$ cat config.mk
export PLATFORM = sky130hd
export DESIGN_NAME = tri_interval_timer
export DESIGN_NICKNAME = d
export VERILOG_FILES = /design/src/rtl/tri_timer_pkg.sv /design/src/rtl/tri_timer_bus_regs.sv /design/src/rtl/tri_timer_channel.sv /design/src/rtl/tri_interval_timer.sv
export SDC_FILE = /design/constraint.sdc
export NUM_CORES = 1
export LEC_CHECK = 0
export ABC_AREA = 0
export ABC_CLOCK_PERIOD_IN_PS = 2220
export CAP_MARGIN = 10
export CORE_AREA = 3 3 134 136
export CTS_CLUSTER_SIZE = 20
export DETAILED_ROUTE_END_ITERATION = 12
export DIE_AREA = 0 0 137 139
export GPL_ROUTABILITY_DRIVEN = 0
export GPL_TIMING_DRIVEN = 0
export MAX_ROUTING_LAYER = met4
export PLACE_DENSITY = 0.74
export SETUP_SLACK_MARGIN = 0.05
export SYNTH_ARGS = -nofsm -noshare
export SYNTH_HDL_FRONTEND = slang
export SYNTH_SLANG_ARGS = --single-unit
export TNS_END_PERCENT = 30
$ cat constraint.sdc
create_clock -name clk -period 2.22 [get_ports clk]
set_input_delay 0.333 -clock clk [delete_from_list [all_inputs] [get_ports clk]]
set_output_delay 0.333 -clock clk [all_outputs]
set_load 0.01 [all_outputs]
$ cat src/rtl/tri_timer_pkg.sv
package tri_timer_pkg;

    localparam int ADDR_W = 2;

    typedef enum logic [1:0] {
        MC_TERM,
        MC_RATE,
        MC_SQUARE,
        MC_HOLD
    } mode_class_e;

    typedef enum logic [1:0] {
        ST_IDLE,
        ST_ARMED,
        ST_RUN,
        ST_EXPIRED
    } ch_state_e;

    typedef enum logic [1:0] {
        AM_NONE = 2'b00,
        AM_LOW  = 2'b01,
        AM_HIGH = 2'b10,
        AM_PAIR = 2'b11
    } access_e;

    // Map the 3-bit mode field onto the behaviours this block implements.
    function automatic mode_class_e classify(input logic [2:0] m);
        if (m == 3'b000)
            return MC_TERM;
        else if (m[1:0] == 2'b10)
            return MC_RATE;
        else if (m[1:0] == 2'b11)
            return MC_SQUARE;
        else
            return MC_HOLD;
    endfunction

endpackage

$ cat src/rtl/tri_timer_bus_regs.sv
module tri_timer_bus_regs
    import tri_timer_pkg::*;
#(
    parameter int NUM_CH = 3,
    parameter int BYTE_W = 8,
    localparam int CNT_W = 2 * BYTE_W
) (
    input  logic                           clk,
    input  logic                           rst_n,
    input  logic [ADDR_W-1:0]              bus_addr,
    input  logic                           bus_wr,
    input  logic                           bus_rd,
    input  logic [BYTE_W-1:0]              bus_wdata,
    input  logic [NUM_CH-1:0][CNT_W-1:0]   count_in,
    output logic [BYTE_W-1:0]              bus_rdata,
    output logic                           bcd_err,
    output logic [NUM_CH-1:0]              ctl_hit,
    output logic [2:0]                     ctl_mode,
    output logic [NUM_CH-1:0]              load_hit,
    output logic [NUM_CH-1:0][CNT_W-1:0]   reload_nx
);

    localparam logic [ADDR_W-1:0] CTRL_ADDR = ADDR_W'(NUM_CH);

    logic [BYTE_W-1:0]            ctrl_q;
    logic                         bcd_q;
    logic                         hi_phase_q;
    logic [NUM_CH-1:0][CNT_W-1:0] reload_q;

    access_e     am;
    logic        ctrl_wr;
    logic        data_acc;
    logic        byte_ok;
    logic        use_high;
    logic [1:0]  sel_raw;
    logic [1:0]  sel_idx;

    assign am       = access_e'(ctrl_q[5:4]);
    assign ctrl_wr  = bus_wr && (bus_addr == CTRL_ADDR);
    assign data_acc = (bus_wr || bus_rd) && (bus_addr != CTRL_ADDR);
    assign byte_ok  = (am != AM_NONE);
    assign use_high = (am == AM_HIGH) || ((am == AM_PAIR) && hi_phase_q);
    assign sel_raw  = bus_wdata[7:6];
    assign sel_idx  = (int'(sel_raw) >= NUM_CH) ? 2'd0 : sel_raw;
    assign ctl_mode = bus_wdata[3:1];
    assign bcd_err  = bcd_q;

    // Control register, error flag and shared byte phase.
    always_ff @(posedge clk) begin
        if (!rst_n) begin
            ctrl_q     <= '0;
            bcd_q      <= 1'b0;
            hi_phase_q <= 1'b0;
        end else if (ctrl_wr) begin
            ctrl_q     <= bus_wdata;
            bcd_q      <= bus_wdata[0];
            hi_phase_q <= 1'b0;
        end else if (data_acc && (am == AM_PAIR)) begin
            hi_phase_q <= 1'b1;
        end
    end

    // Per-channel reload byte merge and load decode.
    for (genvar i = 0; i < NUM_CH; i++) begin : gen_port
        logic port_wr;
        assign port_wr     = bus_wr && (bus_addr == ADDR_W'(i)) && byte_ok;
        assign ctl_hit[i]  = ctrl_wr && (sel_idx == 2'(i));
        assign load_hit[i] = port_wr && ((am != AM_PAIR) || hi_phase_q);

        always_comb begin
            reload_nx[i] = reload_q[i];
            if (port_wr) begin
                if (use_high)
                    reload_nx[i][CNT_W-1:BYTE_W] = bus_wdata;
                else
                    reload_nx[i][BYTE_W-1:0] = bus_wdata;
            end
        end

        always_ff @(posedge clk) begin
            if (!rst_n)
                reload_q[i] <= '0;
            else
                reload_q[i] <= reload_nx[i];
        end
    end

    // Read mux.
    always_comb begin
        logic [CNT_W-1:0] pick;
        pick = '0;
        for (int i = 0; i < NUM_CH; i++) begin
            if (bus_addr == ADDR_W'(i))
                pick = count_in[i];
        end
        if (!bus_rd)
            bus_rdata = '0;
        else if (bus_addr == CTRL_ADDR)
            bus_rdata = ctrl_q;
        else if (!byte_ok)
            bus_rdata = '0;
        else if (use_high)
            bus_rdata = pick[CNT_W-1:BYTE_W];
        else
            bus_rdata = pick[BYTE_W-1:0];
    end

endmodule

$ cat src/rtl/tri_timer_channel.sv
module tri_timer_channel
    import tri_timer_pkg::*;
#(
    parameter int CNT_W  = 16,
    parameter bit IS_IRQ = 1'b0
) (
    input  logic             clk,
    input  logic             rst_n,
    input  logic             tick_en,
    input  logic             ctl_hit,
    input  logic [2:0]       ctl_mode,
    input  logic             load_hit,
    input  logic [CNT_W-1:0] reload_val,
    output logic [CNT_W-1:0] count_q,
    output logic             pin_q
);

    localparam logic [CNT_W-1:0] ONE = CNT_W'(1);

    ch_state_e        state_q, state_d;
    logic [2:0]       mode_q, mode_d;
    logic [CNT_W-1:0] period_q, period_d;
    logic [CNT_W-1:0] count_d;
    mode_class_e      mc;
    logic             wave_lvl;

    assign mc = classify(mode_q);

    // Next-state logic.
    always_comb begin
        state_d  = state_q;
        mode_d   = mode_q;
        period_d = period_q;
        count_d  = count_q;
        if (ctl_hit) begin
            mode_d  = ctl_mode;
            state_d = ST_IDLE;
            count_d = '0;
        end else if (load_hit) begin
            period_d = reload_val;
            if ((reload_val == '0) || (mc == MC_HOLD))
                state_d = ST_IDLE;
            else
                state_d = ST_ARMED;
        end else if (tick_en) begin
            unique case (state_q)
                ST_IDLE:    ;
                ST_ARMED: begin
                    state_d = ST_RUN;
                    count_d = period_q;
                end
                ST_RUN: begin
                    if (count_q <= ONE) begin
                        if (mc == MC_TERM) begin
                            state_d = ST_EXPIRED;
                            count_d = '0;
                        end else begin
                            count_d = period_q;
                        end
                    end else begin
                        count_d = count_q - ONE;
                    end
                end
                ST_EXPIRED: ;
            endcase
        end
    end

    // State register.
    always_ff @(posedge clk) begin
        if (!rst_n) begin
            state_q  <= ST_IDLE;
            mode_q   <= 3'b010;
            period_q <= '0;
            count_q  <= '0;
        end else begin
            state_q  <= state_d;
            mode_q   <= mode_d;
            period_q <= period_d;
            count_q  <= count_d;
        end
    end

    // Output decode.
    always_comb begin
        unique case (state_q)
            ST_IDLE:    wave_lvl = 1'b1;
            ST_EXPIRED: wave_lvl = 1'b1;
            ST_ARMED:   wave_lvl = (mc != MC_TERM);
            ST_RUN: begin
                unique case (mc)
                    MC_TERM:   wave_lvl = 1'b0;
                    MC_RATE:   wave_lvl = (count_q != ONE);
                    MC_SQUARE: wave_lvl = (count_q > (period_q >> 1));
                    MC_HOLD:   wave_lvl = 1'b1;
                endcase
            end
        endcase
    end

    if (IS_IRQ) begin : gen_irq_pin
        assign pin_q = (state_q == ST_EXPIRED);
    end else begin : gen_wave_pin
        assign pin_q = wave_lvl;
    end

endmodule

$ cat src/rtl/tri_interval_timer.sv
module tri_interval_timer
    import tri_timer_pkg::*;
#(
    parameter int BYTE_W = 8
) (
    input  logic              clk,
    input  logic              rst_n,
    input  logic [1:0]        bus_addr,
    input  logic              bus_wr,
    input  logic              bus_rd,
    input  logic [BYTE_W-1:0] bus_wdata,
    output logic [BYTE_W-1:0] bus_rdata,
    input  logic              tick_en,
    output logic              irq_out,
    output logic              ch1_out,
    output logic              ch2_out,
    output logic              bcd_err
);

    localparam int NUM_CH = 3;
    localparam int CNT_W  = 2 * BYTE_W;

    logic [NUM_CH-1:0][CNT_W-1:0] count_w;
    logic [NUM_CH-1:0][CNT_W-1:0] reload_w;
    logic [NUM_CH-1:0]            ctl_hit_w;
    logic [NUM_CH-1:0]            load_hit_w;
    logic [NUM_CH-1:0]            pin_w;
    logic [2:0]                   ctl_mode_w;

    tri_timer_bus_regs #(
        .NUM_CH (NUM_CH),
        .BYTE_W (BYTE_W)
    ) u_regs (
        .clk       (clk),
        .rst_n     (rst_n),
        .bus_addr  (bus_addr),
        .bus_wr    (bus_wr),
        .bus_rd    (bus_rd),
        .bus_wdata (bus_wdata),
        .count_in  (count_w),
        .bus_rdata (bus_rdata),
        .bcd_err   (bcd_err),
        .ctl_hit   (ctl_hit_w),
        .ctl_mode  (ctl_mode_w),
        .load_hit  (load_hit_w),
        .reload_nx (reload_w)
    );

    for (genvar i = 0; i < NUM_CH; i++) begin : gen_ch
        tri_timer_channel #(
            .CNT_W  (CNT_W),
            .IS_IRQ (i == 0)
        ) u_ch (
            .clk        (clk),
            .rst_n      (rst_n),
            .tick_en    (tick_en),
            .ctl_hit    (ctl_hit_w[i]),
            .ctl_mode   (ctl_mode_w),
            .load_hit   (load_hit_w[i]),
            .reload_val (reload_w[i]),
            .count_q    (count_w[i]),
            .pin_q      (pin_w[i])
        );
    end

    assign irq_out = pin_w[0];
    assign ch1_out = pin_w[1];
    assign ch2_out = pin_w[2];

endmodule

==> Word-level counts from Yosys, hierarchy flattened <==
Index checks and enable logic that the tools add are counted.
{ "totals": {"regBits": 169, "in_bits": 15, "output_inout_bits": 12, "wordCells": 192} }
{ "classes": {"add_sub_neg": 3, "n_lt_le_gt_ge": 6, "eq_ne": 39, "n_mux": 57, "n_bitwise": 7, "n_reduce_logical": 62} }
{ "op_table": {"columns": ["op", "count"], "rows": [
  ["16-bit two-way mux", 12],
  ["16-bit one-hot mux with 2 select lines", 3],
  ["8-bit two-way mux", 10],
  ["16-bit by 1-bit less-or-equal comparator with 1-bit output (second input constant)", 3],
  ["16-bit zero test", 3],
  ["16-bit by 1-bit subtractor with 16-bit output (second input constant)", 3],
  ["2-bit == test (second input constant)", 22],
  ["2-bit two-way mux", 19],
  ["16-bit by 15-bit > comparator with 1-bit output", 2],
  ["16-bit by 1-bit inequality test with 1-bit output (second input constant)", 2],
  ["3-bit by 1-bit inequality test with 1-bit output (second input constant)", 6],
  ["2-bit nonzero test", 9],
  ["1-bit logical AND", 16],
  ["2-bit by 1-bit == test with 1-bit output (second input constant)", 7],
  ["2-bit zero test", 7],
  ["2-bit one-hot mux with 2 select lines", 3],
  ["4-bit AND reduction", 3],
  ["2-bit OR reduction", 6],
  ["3-bit zero test", 3],
  ["3-bit AND reduction", 3],
  ["3-bit nonzero test", 3],
  ["1-bit one-hot mux with 4 select lines", 2],
  ["1-bit NOT", 7],
  ["1-bit logical OR", 6],
  ["5 further kinds", 14]
]} }

==> Longest topological paths before layout <==
Gate-level depths: netlist of the first run.
{ "depth": {"ltp_word": 10, "depth_mapped": 9, "mapped_depth_nobuf": 8} }

==> Modules after synthesis <==
A second synthesis of the first run with hierarchy kept.
{ "unflattened": {"hier_cells": 1158, "area_unflattened_um2": 9880.7} }
{ "by_module_without_submodules": {"columns": ["module", "n_inst", "cells_per_inst", "area_per_inst_um2", "seq_area_each_um2"], "rows": [
  ["tri_timer_channel at gen_ch[1].u_ch ...", 2, 311, 2433.6, 740.7],
  ["tri_timer_bus_regs", 1, 303, 2995.4, 1141.1],
  ["tri_timer_channel at gen_ch[0].u_ch", 1, 233, 2018.2, 740.7]
]} }

==> Worst setup path before layout of the first run <==
No wires, ideal clock.
{ "synth_timing": {"kind": "reg2reg", "start": "register gen_ch[2].u_ch.count_q[8]", "end": "register gen_ch[2].u_ch.count_q[7]", "setup_ns": 0.121, "arrival_time_ns": 2.244, "t_required_ns": 2.099, "slack_ns": -0.145, "path_stages_with_launch": 10, "n_path_buf": 3, "period_less_slack_ns": 2.365, "path_cell_list": "dfxtp_1 -> buf_6 -> or4_4 -> or4_1 -> buf_2 -> o21ai_2 -> buf_4 -> o21ai_0 -> nand3_1 -> o21ai_1"} }
{ "synth_between": {"elab_chain_len": 3} }
{ "synth_rtl": {"columns": ["element", "line", "rtl"], "rows": [
  ["start: declaration", "tri_timer_channel.sv:14", "output logic [CNT_W-1:0] count_q,"],
  ["start signal: assignment", "tri_timer_channel.sv:80", "count_q <= count_d;"],
  ["16-bit by 1-bit less-or-equal comparator with 1-bit output", "tri_timer_channel.sv:53", "if (count_q <= ONE) begin"],
  ["16-bit two-way mux", "tri_timer_channel.sv:53", null],
  ["16-bit one-hot mux with 2 select lines", "tri_timer_channel.sv:46", "unique case (state_q)"]
]} }
No other way between the ends.
A chain may end at the register's enable or synchronous reset.

==> Final worst setup path of the first run <==
{ "layout_timing": {"start": "register gen_ch[2].u_ch.period_q[15]", "end": "output port ch2_out"} }
{ "layout_between": {"elab_chain_len": 3} }
{ "layout_rtl": {"columns": ["element", "line", "rtl"], "rows": [
  ["start: declaration", "tri_timer_channel.sv:22", "logic [CNT_W-1:0] period_q, period_d;"],
  ["start signal: assignment", "tri_timer_channel.sv:79", "period_q <= period_d;"],
  ["16-bit by 15-bit > comparator with 1-bit output", "tri_timer_channel.sv:94", "MC_SQUARE: wave_lvl = (count_q > (period_q >> 1));"],
  ["1-bit one-hot mux with 4 select lines", "tri_timer_channel.sv:91", "unique case (mc)"],
  ["1-bit one-hot mux with 3 select lines", "tri_timer_channel.sv:86", "unique case (state_q)"],
  ["end: declaration", "tri_interval_timer.sv:16", "output logic ch2_out,"]
]} }
No other way between the ends.

==> qor.yml, run 1 <==
cts:
  hold_buffers: 0
  insertion_delay_ps: 430
  h-tree-depth: 4
  cts_tree: "yes"
  cts.sinks: 168
  clock-root-buffer: "clkbuf_16"
  clkSlewWorstSetupHoldPaths_ps: 70
  numCtsBuffers: 17
  ctsLongestPathBuffers: 2
cells_and_area:
  layout_common_cells: "nand2_1 (119), dfxtp_1 (111), nor2_1 (81)"
  area_growth_pct: 29.7
  antenna_cells: 0
  postLayoutCoreUtil_pct: 71.5
  seq_area_um2: 3490
  layout-drive-gt1-share_pct: 27.5
  fill_cells: 1272
  layout_commonest_cell: "nand2_1"
  nets: 1326
  finalNonFillerCells: 1505
  multi_input_area_um2: 6340
placed_design:
  place_hpwl_mm: 21.8
  port_buffers: 23
  dp_cells: 1412
detailed_routing:
  ant_nets: 0
  drtIter0Drc: 1383
  dr.pass1.iters: 6
  viasPerCell: 6.64
  routed_wl_mm: 34.0
  num_vias: 9986
  post-route-drc-count: 0
  wl_per_cell_um: 22.6
timing:
  setup_tns_ps: -4570
  rsz0062_at_grt: "true"
  layout_setup_ws_ps: -748
  finalSetupViolations: 33
  min_period_ps: 2970
  period_share_pct: 134
  final_max_slew_viol_count: 0
  slew_headroom_pct: 51.1
  worst_pin_slew_ps: 728
  hold_viol_final: 0
  holdWs_ps: 439
  skew_ps: 11.7
  fmax_ghz: 0.337
synthesis:
  ys_types: 69
  ys_async_sr_fraction_pct: 0
  ys_warn_count: 0
  synth-edff-count: 0
  netlist_area_um2: 9400
  ys.flop_type: "dfxtp_1"
  syn_nets: 1223
  synth-seq-cells: 168
  syn-instance-count: 1164
  yosysSeqAreaShare_pct: 35.8
  syn_avg_cell_area_um2: 8.08
die:
  die_x_um: 137
  die_h_um: 139
  core.rowCount: 48
  die_area_um2: 19000
  start_util_pct: 55.1
  core-area_um2: 17100
  ios: 27
global_route:
  overflow: 0
  grt_max_degree: 17
  antenna_found_initial: 0
  grt_pass1_wl_mm: 51.2
  grt_pass1_vias: 9245
  track_usage_pct: 35.2
critical_path:
  required_ps: 1890
  worst_setup_path_start_kind: "register"
  critPathArrivalTime_ps: 2640
  path_max_fanout: 3
  r2r_slack_ps: -250
  critPathKind: "reg -> out"
  crit_path_end_kind: "output port"
job:
  maxCapViolations: 0
pwr:
  leakagePower_nw: 5.23
  power_density_nw_per_um2: 568
  vdd_drop_max_mv: 0.570
  power.total_mw: 6.93
min_path:
  min_path_type: "in -> reg"
outcome:
  violations: "setup timing"
  status: "finished, violations left"
==> Yosys cell counts, types with 3 or more instances <==
cell type	number	area share, %
nor2_1	89	3.6
o211a_1	48	5.1
dfxtp_1	168	36
nand2b_1	8	0.53
nor4_1	26	1.7
or2_2	6	0.40
nor2b_1	55	3.7
o21ai_0	78	4.2
clkbuf_1	71	2.8
nor3b_1	5	0.40
xnor2_1	3	0.28
a21oi_1	69	3.7
o22a_1	3	0.28
nand3_1	43	2.3
a22o_1	4	0.37
o21ai_1	9	0.48
nand2_1	126	5.0
mux2i_1	43	4.6
o221ai_1	3	0.28
a32oi_1	15	1.4
nand4_1	6	0.40
o211ai_1	15	1.2
inv_1	48	1.9
or4_1	7	0.56
a211oi_1	9	0.72
o21bai_1	4	0.32
a32o_1	3	0.32
a221oi_1	13	1.2
a21boi_0	16	1.3
o21a_1	5	0.40
buf_2	4	0.21
ha_1	44	5.9
o22ai_1	14	0.93
buf_1	4	0.16
nand4b_1	3	0.28
xor2_1	7	0.65
a22oi_1	7	0.56
a31oi_1	4	0.27
and2_1	3	0.20
nor3_1	36	1.9
==> what timing repair did <==
action / in CTS / in global routing
pin swaps: 39 / 53
resized for setup: 254 / 128
cloned: 1 / 1
setup endpoints to repair: 146 / 99
setup buffers: 50 / 18
==> worst max-delay path: stages, from the launching register on <==
cell and delay (ps):
dfxtp_4 390, inv_4 50, ha_4 260, nand4b_1 160
nor4_2 390, a21boi_2 270, a2111oi_2 70, a31oi_1 280
o32a_1 200, buf_2 130
==> report_power, final <==
part / internal [mW] / total [mW] / switching [mW]
sequential: 3.02 / 3.05 / 0.0327
clock: 2.02 / 3.32 / 1.30
combinational: 0.217 / 0.565 / 0.348
==> registers in the layout, summed over array words and instances (netlist names) <==
register / flops
u_regs.ctrl_q: 8
u_regs.reload_q: 48
gen_ch.u_ch.mode_q: 9
u_regs.hi_phase_q: 1
gen_ch.u_ch.count_q: 48
gen_ch.u_ch.state_q: 6
gen_ch.u_ch.period_q: 48
==> metal layers <==
metal | vias to the layer above | global-route usage [%] | part of all wire (%)
met5 | - | - | 0
met4 | 0 | 13.6 | 4.9
met3 | 167 | 6.06 | 10
met2 | 709 | 53.5 | 45
met1 | 4652 | 46.7 | 40
li1 | 4458 | - | -
==> cell families after synthesis <==
logic type,Yosys count,synth area share (%)
adders and majority gates,44,5.85
muxes,44,4.70
xor gates and xnor gates,10,0.932
buffers and inverters,132,5.48
and+or+nand+nor,428,22.3
DFF,168,35.8
AOI/OAI and AO/OA,338,25.0
==> stage by stage <==
| stage | setup WS, ps | instance area, µm² |
|---|---|---|
| 4_1_cts | -584 | 11700 |
| 6_report | -748 | 12200 |
| 3_5_place_dp | -1480 | 9960 |
| 3_3_place_gp | -1470 | 9960 |
| 2_1_floorplan | -11.3 | 9450 |
| 5_1_grt | -793 | 12200 |
==> layout make-up <==
type,count,share of cell area [%]
multi-input combinational,864,52.0
sequential,168,28.6
timing repair buffer,93,6.40
buffer,73,3.75
clock buffer,19,3.55
tap,225,2.31
clock inverter,13,1.78
inverter,50,1.64
==> path summary, 6_finish.rpt <==
| path | startpoint | cells past startpoint | to |
|---|---|---|---|
| worst max register to register | gen_ch[2].u_ch.count_q[7] | 8 | gen_ch[2].u_ch.count_q[5] |
| worst min-delay path | bus_wdata[6] | 3 | u_regs.ctrl_q[6] |
| worst min register to register | u_regs.ctrl_q[3] | 2 | u_regs.ctrl_q[3] |
| worst max-delay path | gen_ch[2].u_ch.period_q[15] | 9 | ch2_out |
(Power assumes the default switching activity.)
==> run 2: changes to the inputs <==
--- a/config.mk
+++ b/config.mk
@@ -6,16 +6,16 @@
 export NUM_CORES = 1
 export LEC_CHECK = 0
 export ABC_AREA = 0
-export ABC_CLOCK_PERIOD_IN_PS = 2220
+export ABC_CLOCK_PERIOD_IN_PS = 3500
 export CAP_MARGIN = 10
-export CORE_AREA = 3 3 134 136
+export CORE_AREA = 3 3 125 127
 export CTS_CLUSTER_SIZE = 20
 export DETAILED_ROUTE_END_ITERATION = 12
-export DIE_AREA = 0 0 137 139
+export DIE_AREA = 0 0 128 130
 export GPL_ROUTABILITY_DRIVEN = 0
 export GPL_TIMING_DRIVEN = 0
 export MAX_ROUTING_LAYER = met4
-export PLACE_DENSITY = 0.74
+export PLACE_DENSITY = 0.81
 export SETUP_SLACK_MARGIN = 0.05
 export SYNTH_ARGS = -nofsm -noshare
 export SYNTH_HDL_FRONTEND = slang
==> constraint.sdc (replaced) <==
create_clock -name clk -period 3.5 [get_ports clk]
set_input_delay 0.525 -clock clk [delete_from_list [all_inputs] [get_ports clk]]
set_output_delay 0.525 -clock clk [all_outputs]
set_load 0.01 [all_outputs]
==> run 2 against run 1 <==
The flow now finishes without violations. Flip-flop and latch count unchanged. Core utilization up 0.63 points. Power down 41%. Clock power shrank 44%. Register-to-register slack improved by 690 ps. Sequential share of layout area rose by 3.5 points. Die area fell by 13%.
==> qor.yml, run 2 (same netlist as run 1, synthesis figures left out) <==
outcome:
  status: "finished, final reports clean"
die:
  ios: 27  # unchanged
  die_area_um2: 16600  # -13%
  die_x_um: 128  # -6.6%
  core.rowCount: 44  # -8.3%
  die_h_um: 130  # -6.5%
  core-area_um2: 14500  # -15%
  start_util_pct: 64.7  # +9.6 points
timing:
  period_share_pct: 97.0
  min_period_ps: 3400
  hold_viol_final: 0  # unchanged
  finalSetupViolations: 0  # -100%
  worst_pin_slew_ps: 1140  # +409 ps
  rsz0062_at_grt: "true"
  layout_setup_ws_ps: 104  # +852 ps
  skew_ps: 8.95  # -2.79 ps
  final_max_slew_viol_count: 0  # unchanged
  slew_headroom_pct: 23.7  # -27 points
  fmax_ghz: 0.294
pwr:
  p_int_mw: 3.08  # -41%
  leakagePower_nw: 4.55  # -13%
  power_density_nw_per_um2: 390  # -31%
  switchingPower_mw: 1.01  # -40%
  power_frac_seq_pct: 47.6  # +3.6 points
  p_clk_share_pct: 45.5  # -2.4 points
  comb_power_share_pct: 6.9  # -1.3 points
  switching_share_pct: 24.6  # +0.37 points
  vdd_drop_max_mv: 0.377  # -34%
global_route:
  antenna_found_initial: 0  # unchanged
  overflow: 0  # unchanged
  grt_pass1_vias: 8615  # -6.8%
  grt_max_degree: 17  # unchanged
  track_usage_pct: 36.0  # +0.85 points
  grt_pass1_wl_mm: 45.8  # -11%
cts:
  hold_buffers: 0  # unchanged
  postCtsSetupBuffers: 0  # -100%
  ctsLongestPathBuffers: 2  # unchanged
  cts.sinks: 168  # unchanged
  insertion_delay_ps: 440  # about the same
  numCtsBuffers: 17  # unchanged
  h-tree-depth: 4  # unchanged
  clkSlewWorstSetupHoldPaths_ps: 60  # about the same
  clock-root-buffer: "clkbuf_16"
  cts_tree: "yes"
cells_and_area:
  antenna_cells: 0  # unchanged
  area_growth_pct: 11.5
  nets: 1263  # -4.8%
  layout_commonest_cell: "dfxtp_1"
  postLayoutCoreUtil_pct: 72.2  # +0.63 points
  layout_common_cells: "dfxtp_1 (162), nand2_1 (125), nor2_1 (87)"
  reg_top3: "gen_ch.u_ch.count_q: 48 flops, gen_ch.u_ch.period_q: 48 flops, u_regs.reload_q: 48 flops"
  layout-drive-gt1-share_pct: 6.09  # -21 points
critical_path:
  crit_path_end_kind: "output port"
  critPathArrivalTime_ps: 2870  # +230 ps
  r2r_end: "gen_ch[0].u_ch.count_q[5]"
  r2r_slack_ps: 440  # +690 ps
  critPathKind: "reg -> out"
  r2r-start: "gen_ch[0].u_ch.count_q[2]"
  path_max_fanout: 10  # +7
  required_ps: 2970  # +1080 ps
  r2r.worst_path.cells: 7  # -1
  worst_setup_path_start_kind: "register"
detailed_routing:
  wl_per_cell_um: 20.5  # -9.3%
  routed_wl_mm: 28.7  # -16%
  ant_nets: 0  # unchanged
  dr.pass1.iters: 8  # +2
  drtIter0Drc: 1491  # +7.8%
  num_vias: 9342  # -6.4%
  post-route-drc-count: 0  # unchanged
  viasPerCell: 6.67  # +0.57%
min_path:
  min-delay-start: "u_regs.ctrl_q[6]"
  min_to: "u_regs.ctrl_q[6]"
  min_path_cells: 2  # -1
  min_path_type: "reg -> reg"
job:
  maxCapViolations: 0  # unchanged
placed_design:
  port_buffers: 23  # unchanged
  pre_cts_ws_ps: -419  # +1070 ps
  place_hpwl_mm: 21.0  # -3.4%
-- run 2: worst max-delay path by stage --
| stage | to | cells past startpoint | slack, ps | start |
|---|---|---|---|---|
| after floorplan | bus_rdata[4] | 6 | 1020 | bus_addr[0] |
| after detailed placement | bus_rdata[7] | 8 | -420 | bus_addr[0] |
| after global placement | bus_rdata[4] | 8 | -390 | bus_addr[0] |
| after CTS | bus_rdata[3] | 8 | 40 | u_regs.ctrl_q[5] |
| after global routing | bus_rdata[1] | 9 | 5 | u_regs.hi_phase_q |
| final | bus_rdata[1] | 9 | 100 | u_regs.hi_phase_q |
-- run 2: layout make-up --
type                    count  area, µm²
plain buffers              80        337
clock buffers              18        429
clock inverters            13        148
fillers                  1174       4050
inverters                  50        189
multi-input cells         864       5550
flip-flops and latches    168       3370
well taps                 184        230
repair buffers             23        229
-- run 2: critical path: stages, from the launching register on --
cell and delay (ps):
dfxtp_1 420, nand2b_1 130, buf_2 240, nand2_4 150, clkbuf_4 250, mux2i_1 150
o22ai_1 140, o21ai_0 110, o21ai_1 240, clkdlybuf4s50_1 590
-- run 2: repair_timing --
action,in CTS,in global routing
pin swaps,1,0
resized for setup,21,13
gates cloned,0,0
endpoints found under the setup margin,10,10
-- run 2: metal layers --
layer | track usage (%) | share of wire (%) | vias up
met2 | 54.4 | 43 | 626
met1 | 46.7 | 40 | 4273
met4 | 15.5 | 4.7 | 0
met5 | - | 0 | -
met3 | 8.19 | 12 | 127
li1 | - | - | 4316
-- run 2: through the flow --
step | hold slack [ps] | total power [mW] | cells | setup TNS (ps) | instance area, µm²
floorplan | 443 | 2.16 | 1164 | 0 | 9400
CTS | 471 | 4.09 | 1400 | 0 | 10500
finish | 471 | 4.09 | 1400 | 0 | 10500
global placement | 454 | 2.25 | 1371 | -2960 | 9860
global route | 474 | 4.20 | 1400 | 0 | 10500
detailed placement | 462 | 2.26 | 1371 | -3040 | 9860
-- run 2: power groups by stage --
stage	sequential [mW]	clock [mW]	combinational [mW]
6_report	1.95	1.86	0.284
4_1_cts	1.95	1.87	0.273
3_5_place_dp	1.99	0	0.267
3_3_place_gp	1.99	0	0.264
2_1_floorplan	1.98	0	0.178
5_1_grt	1.95	1.95	0.303
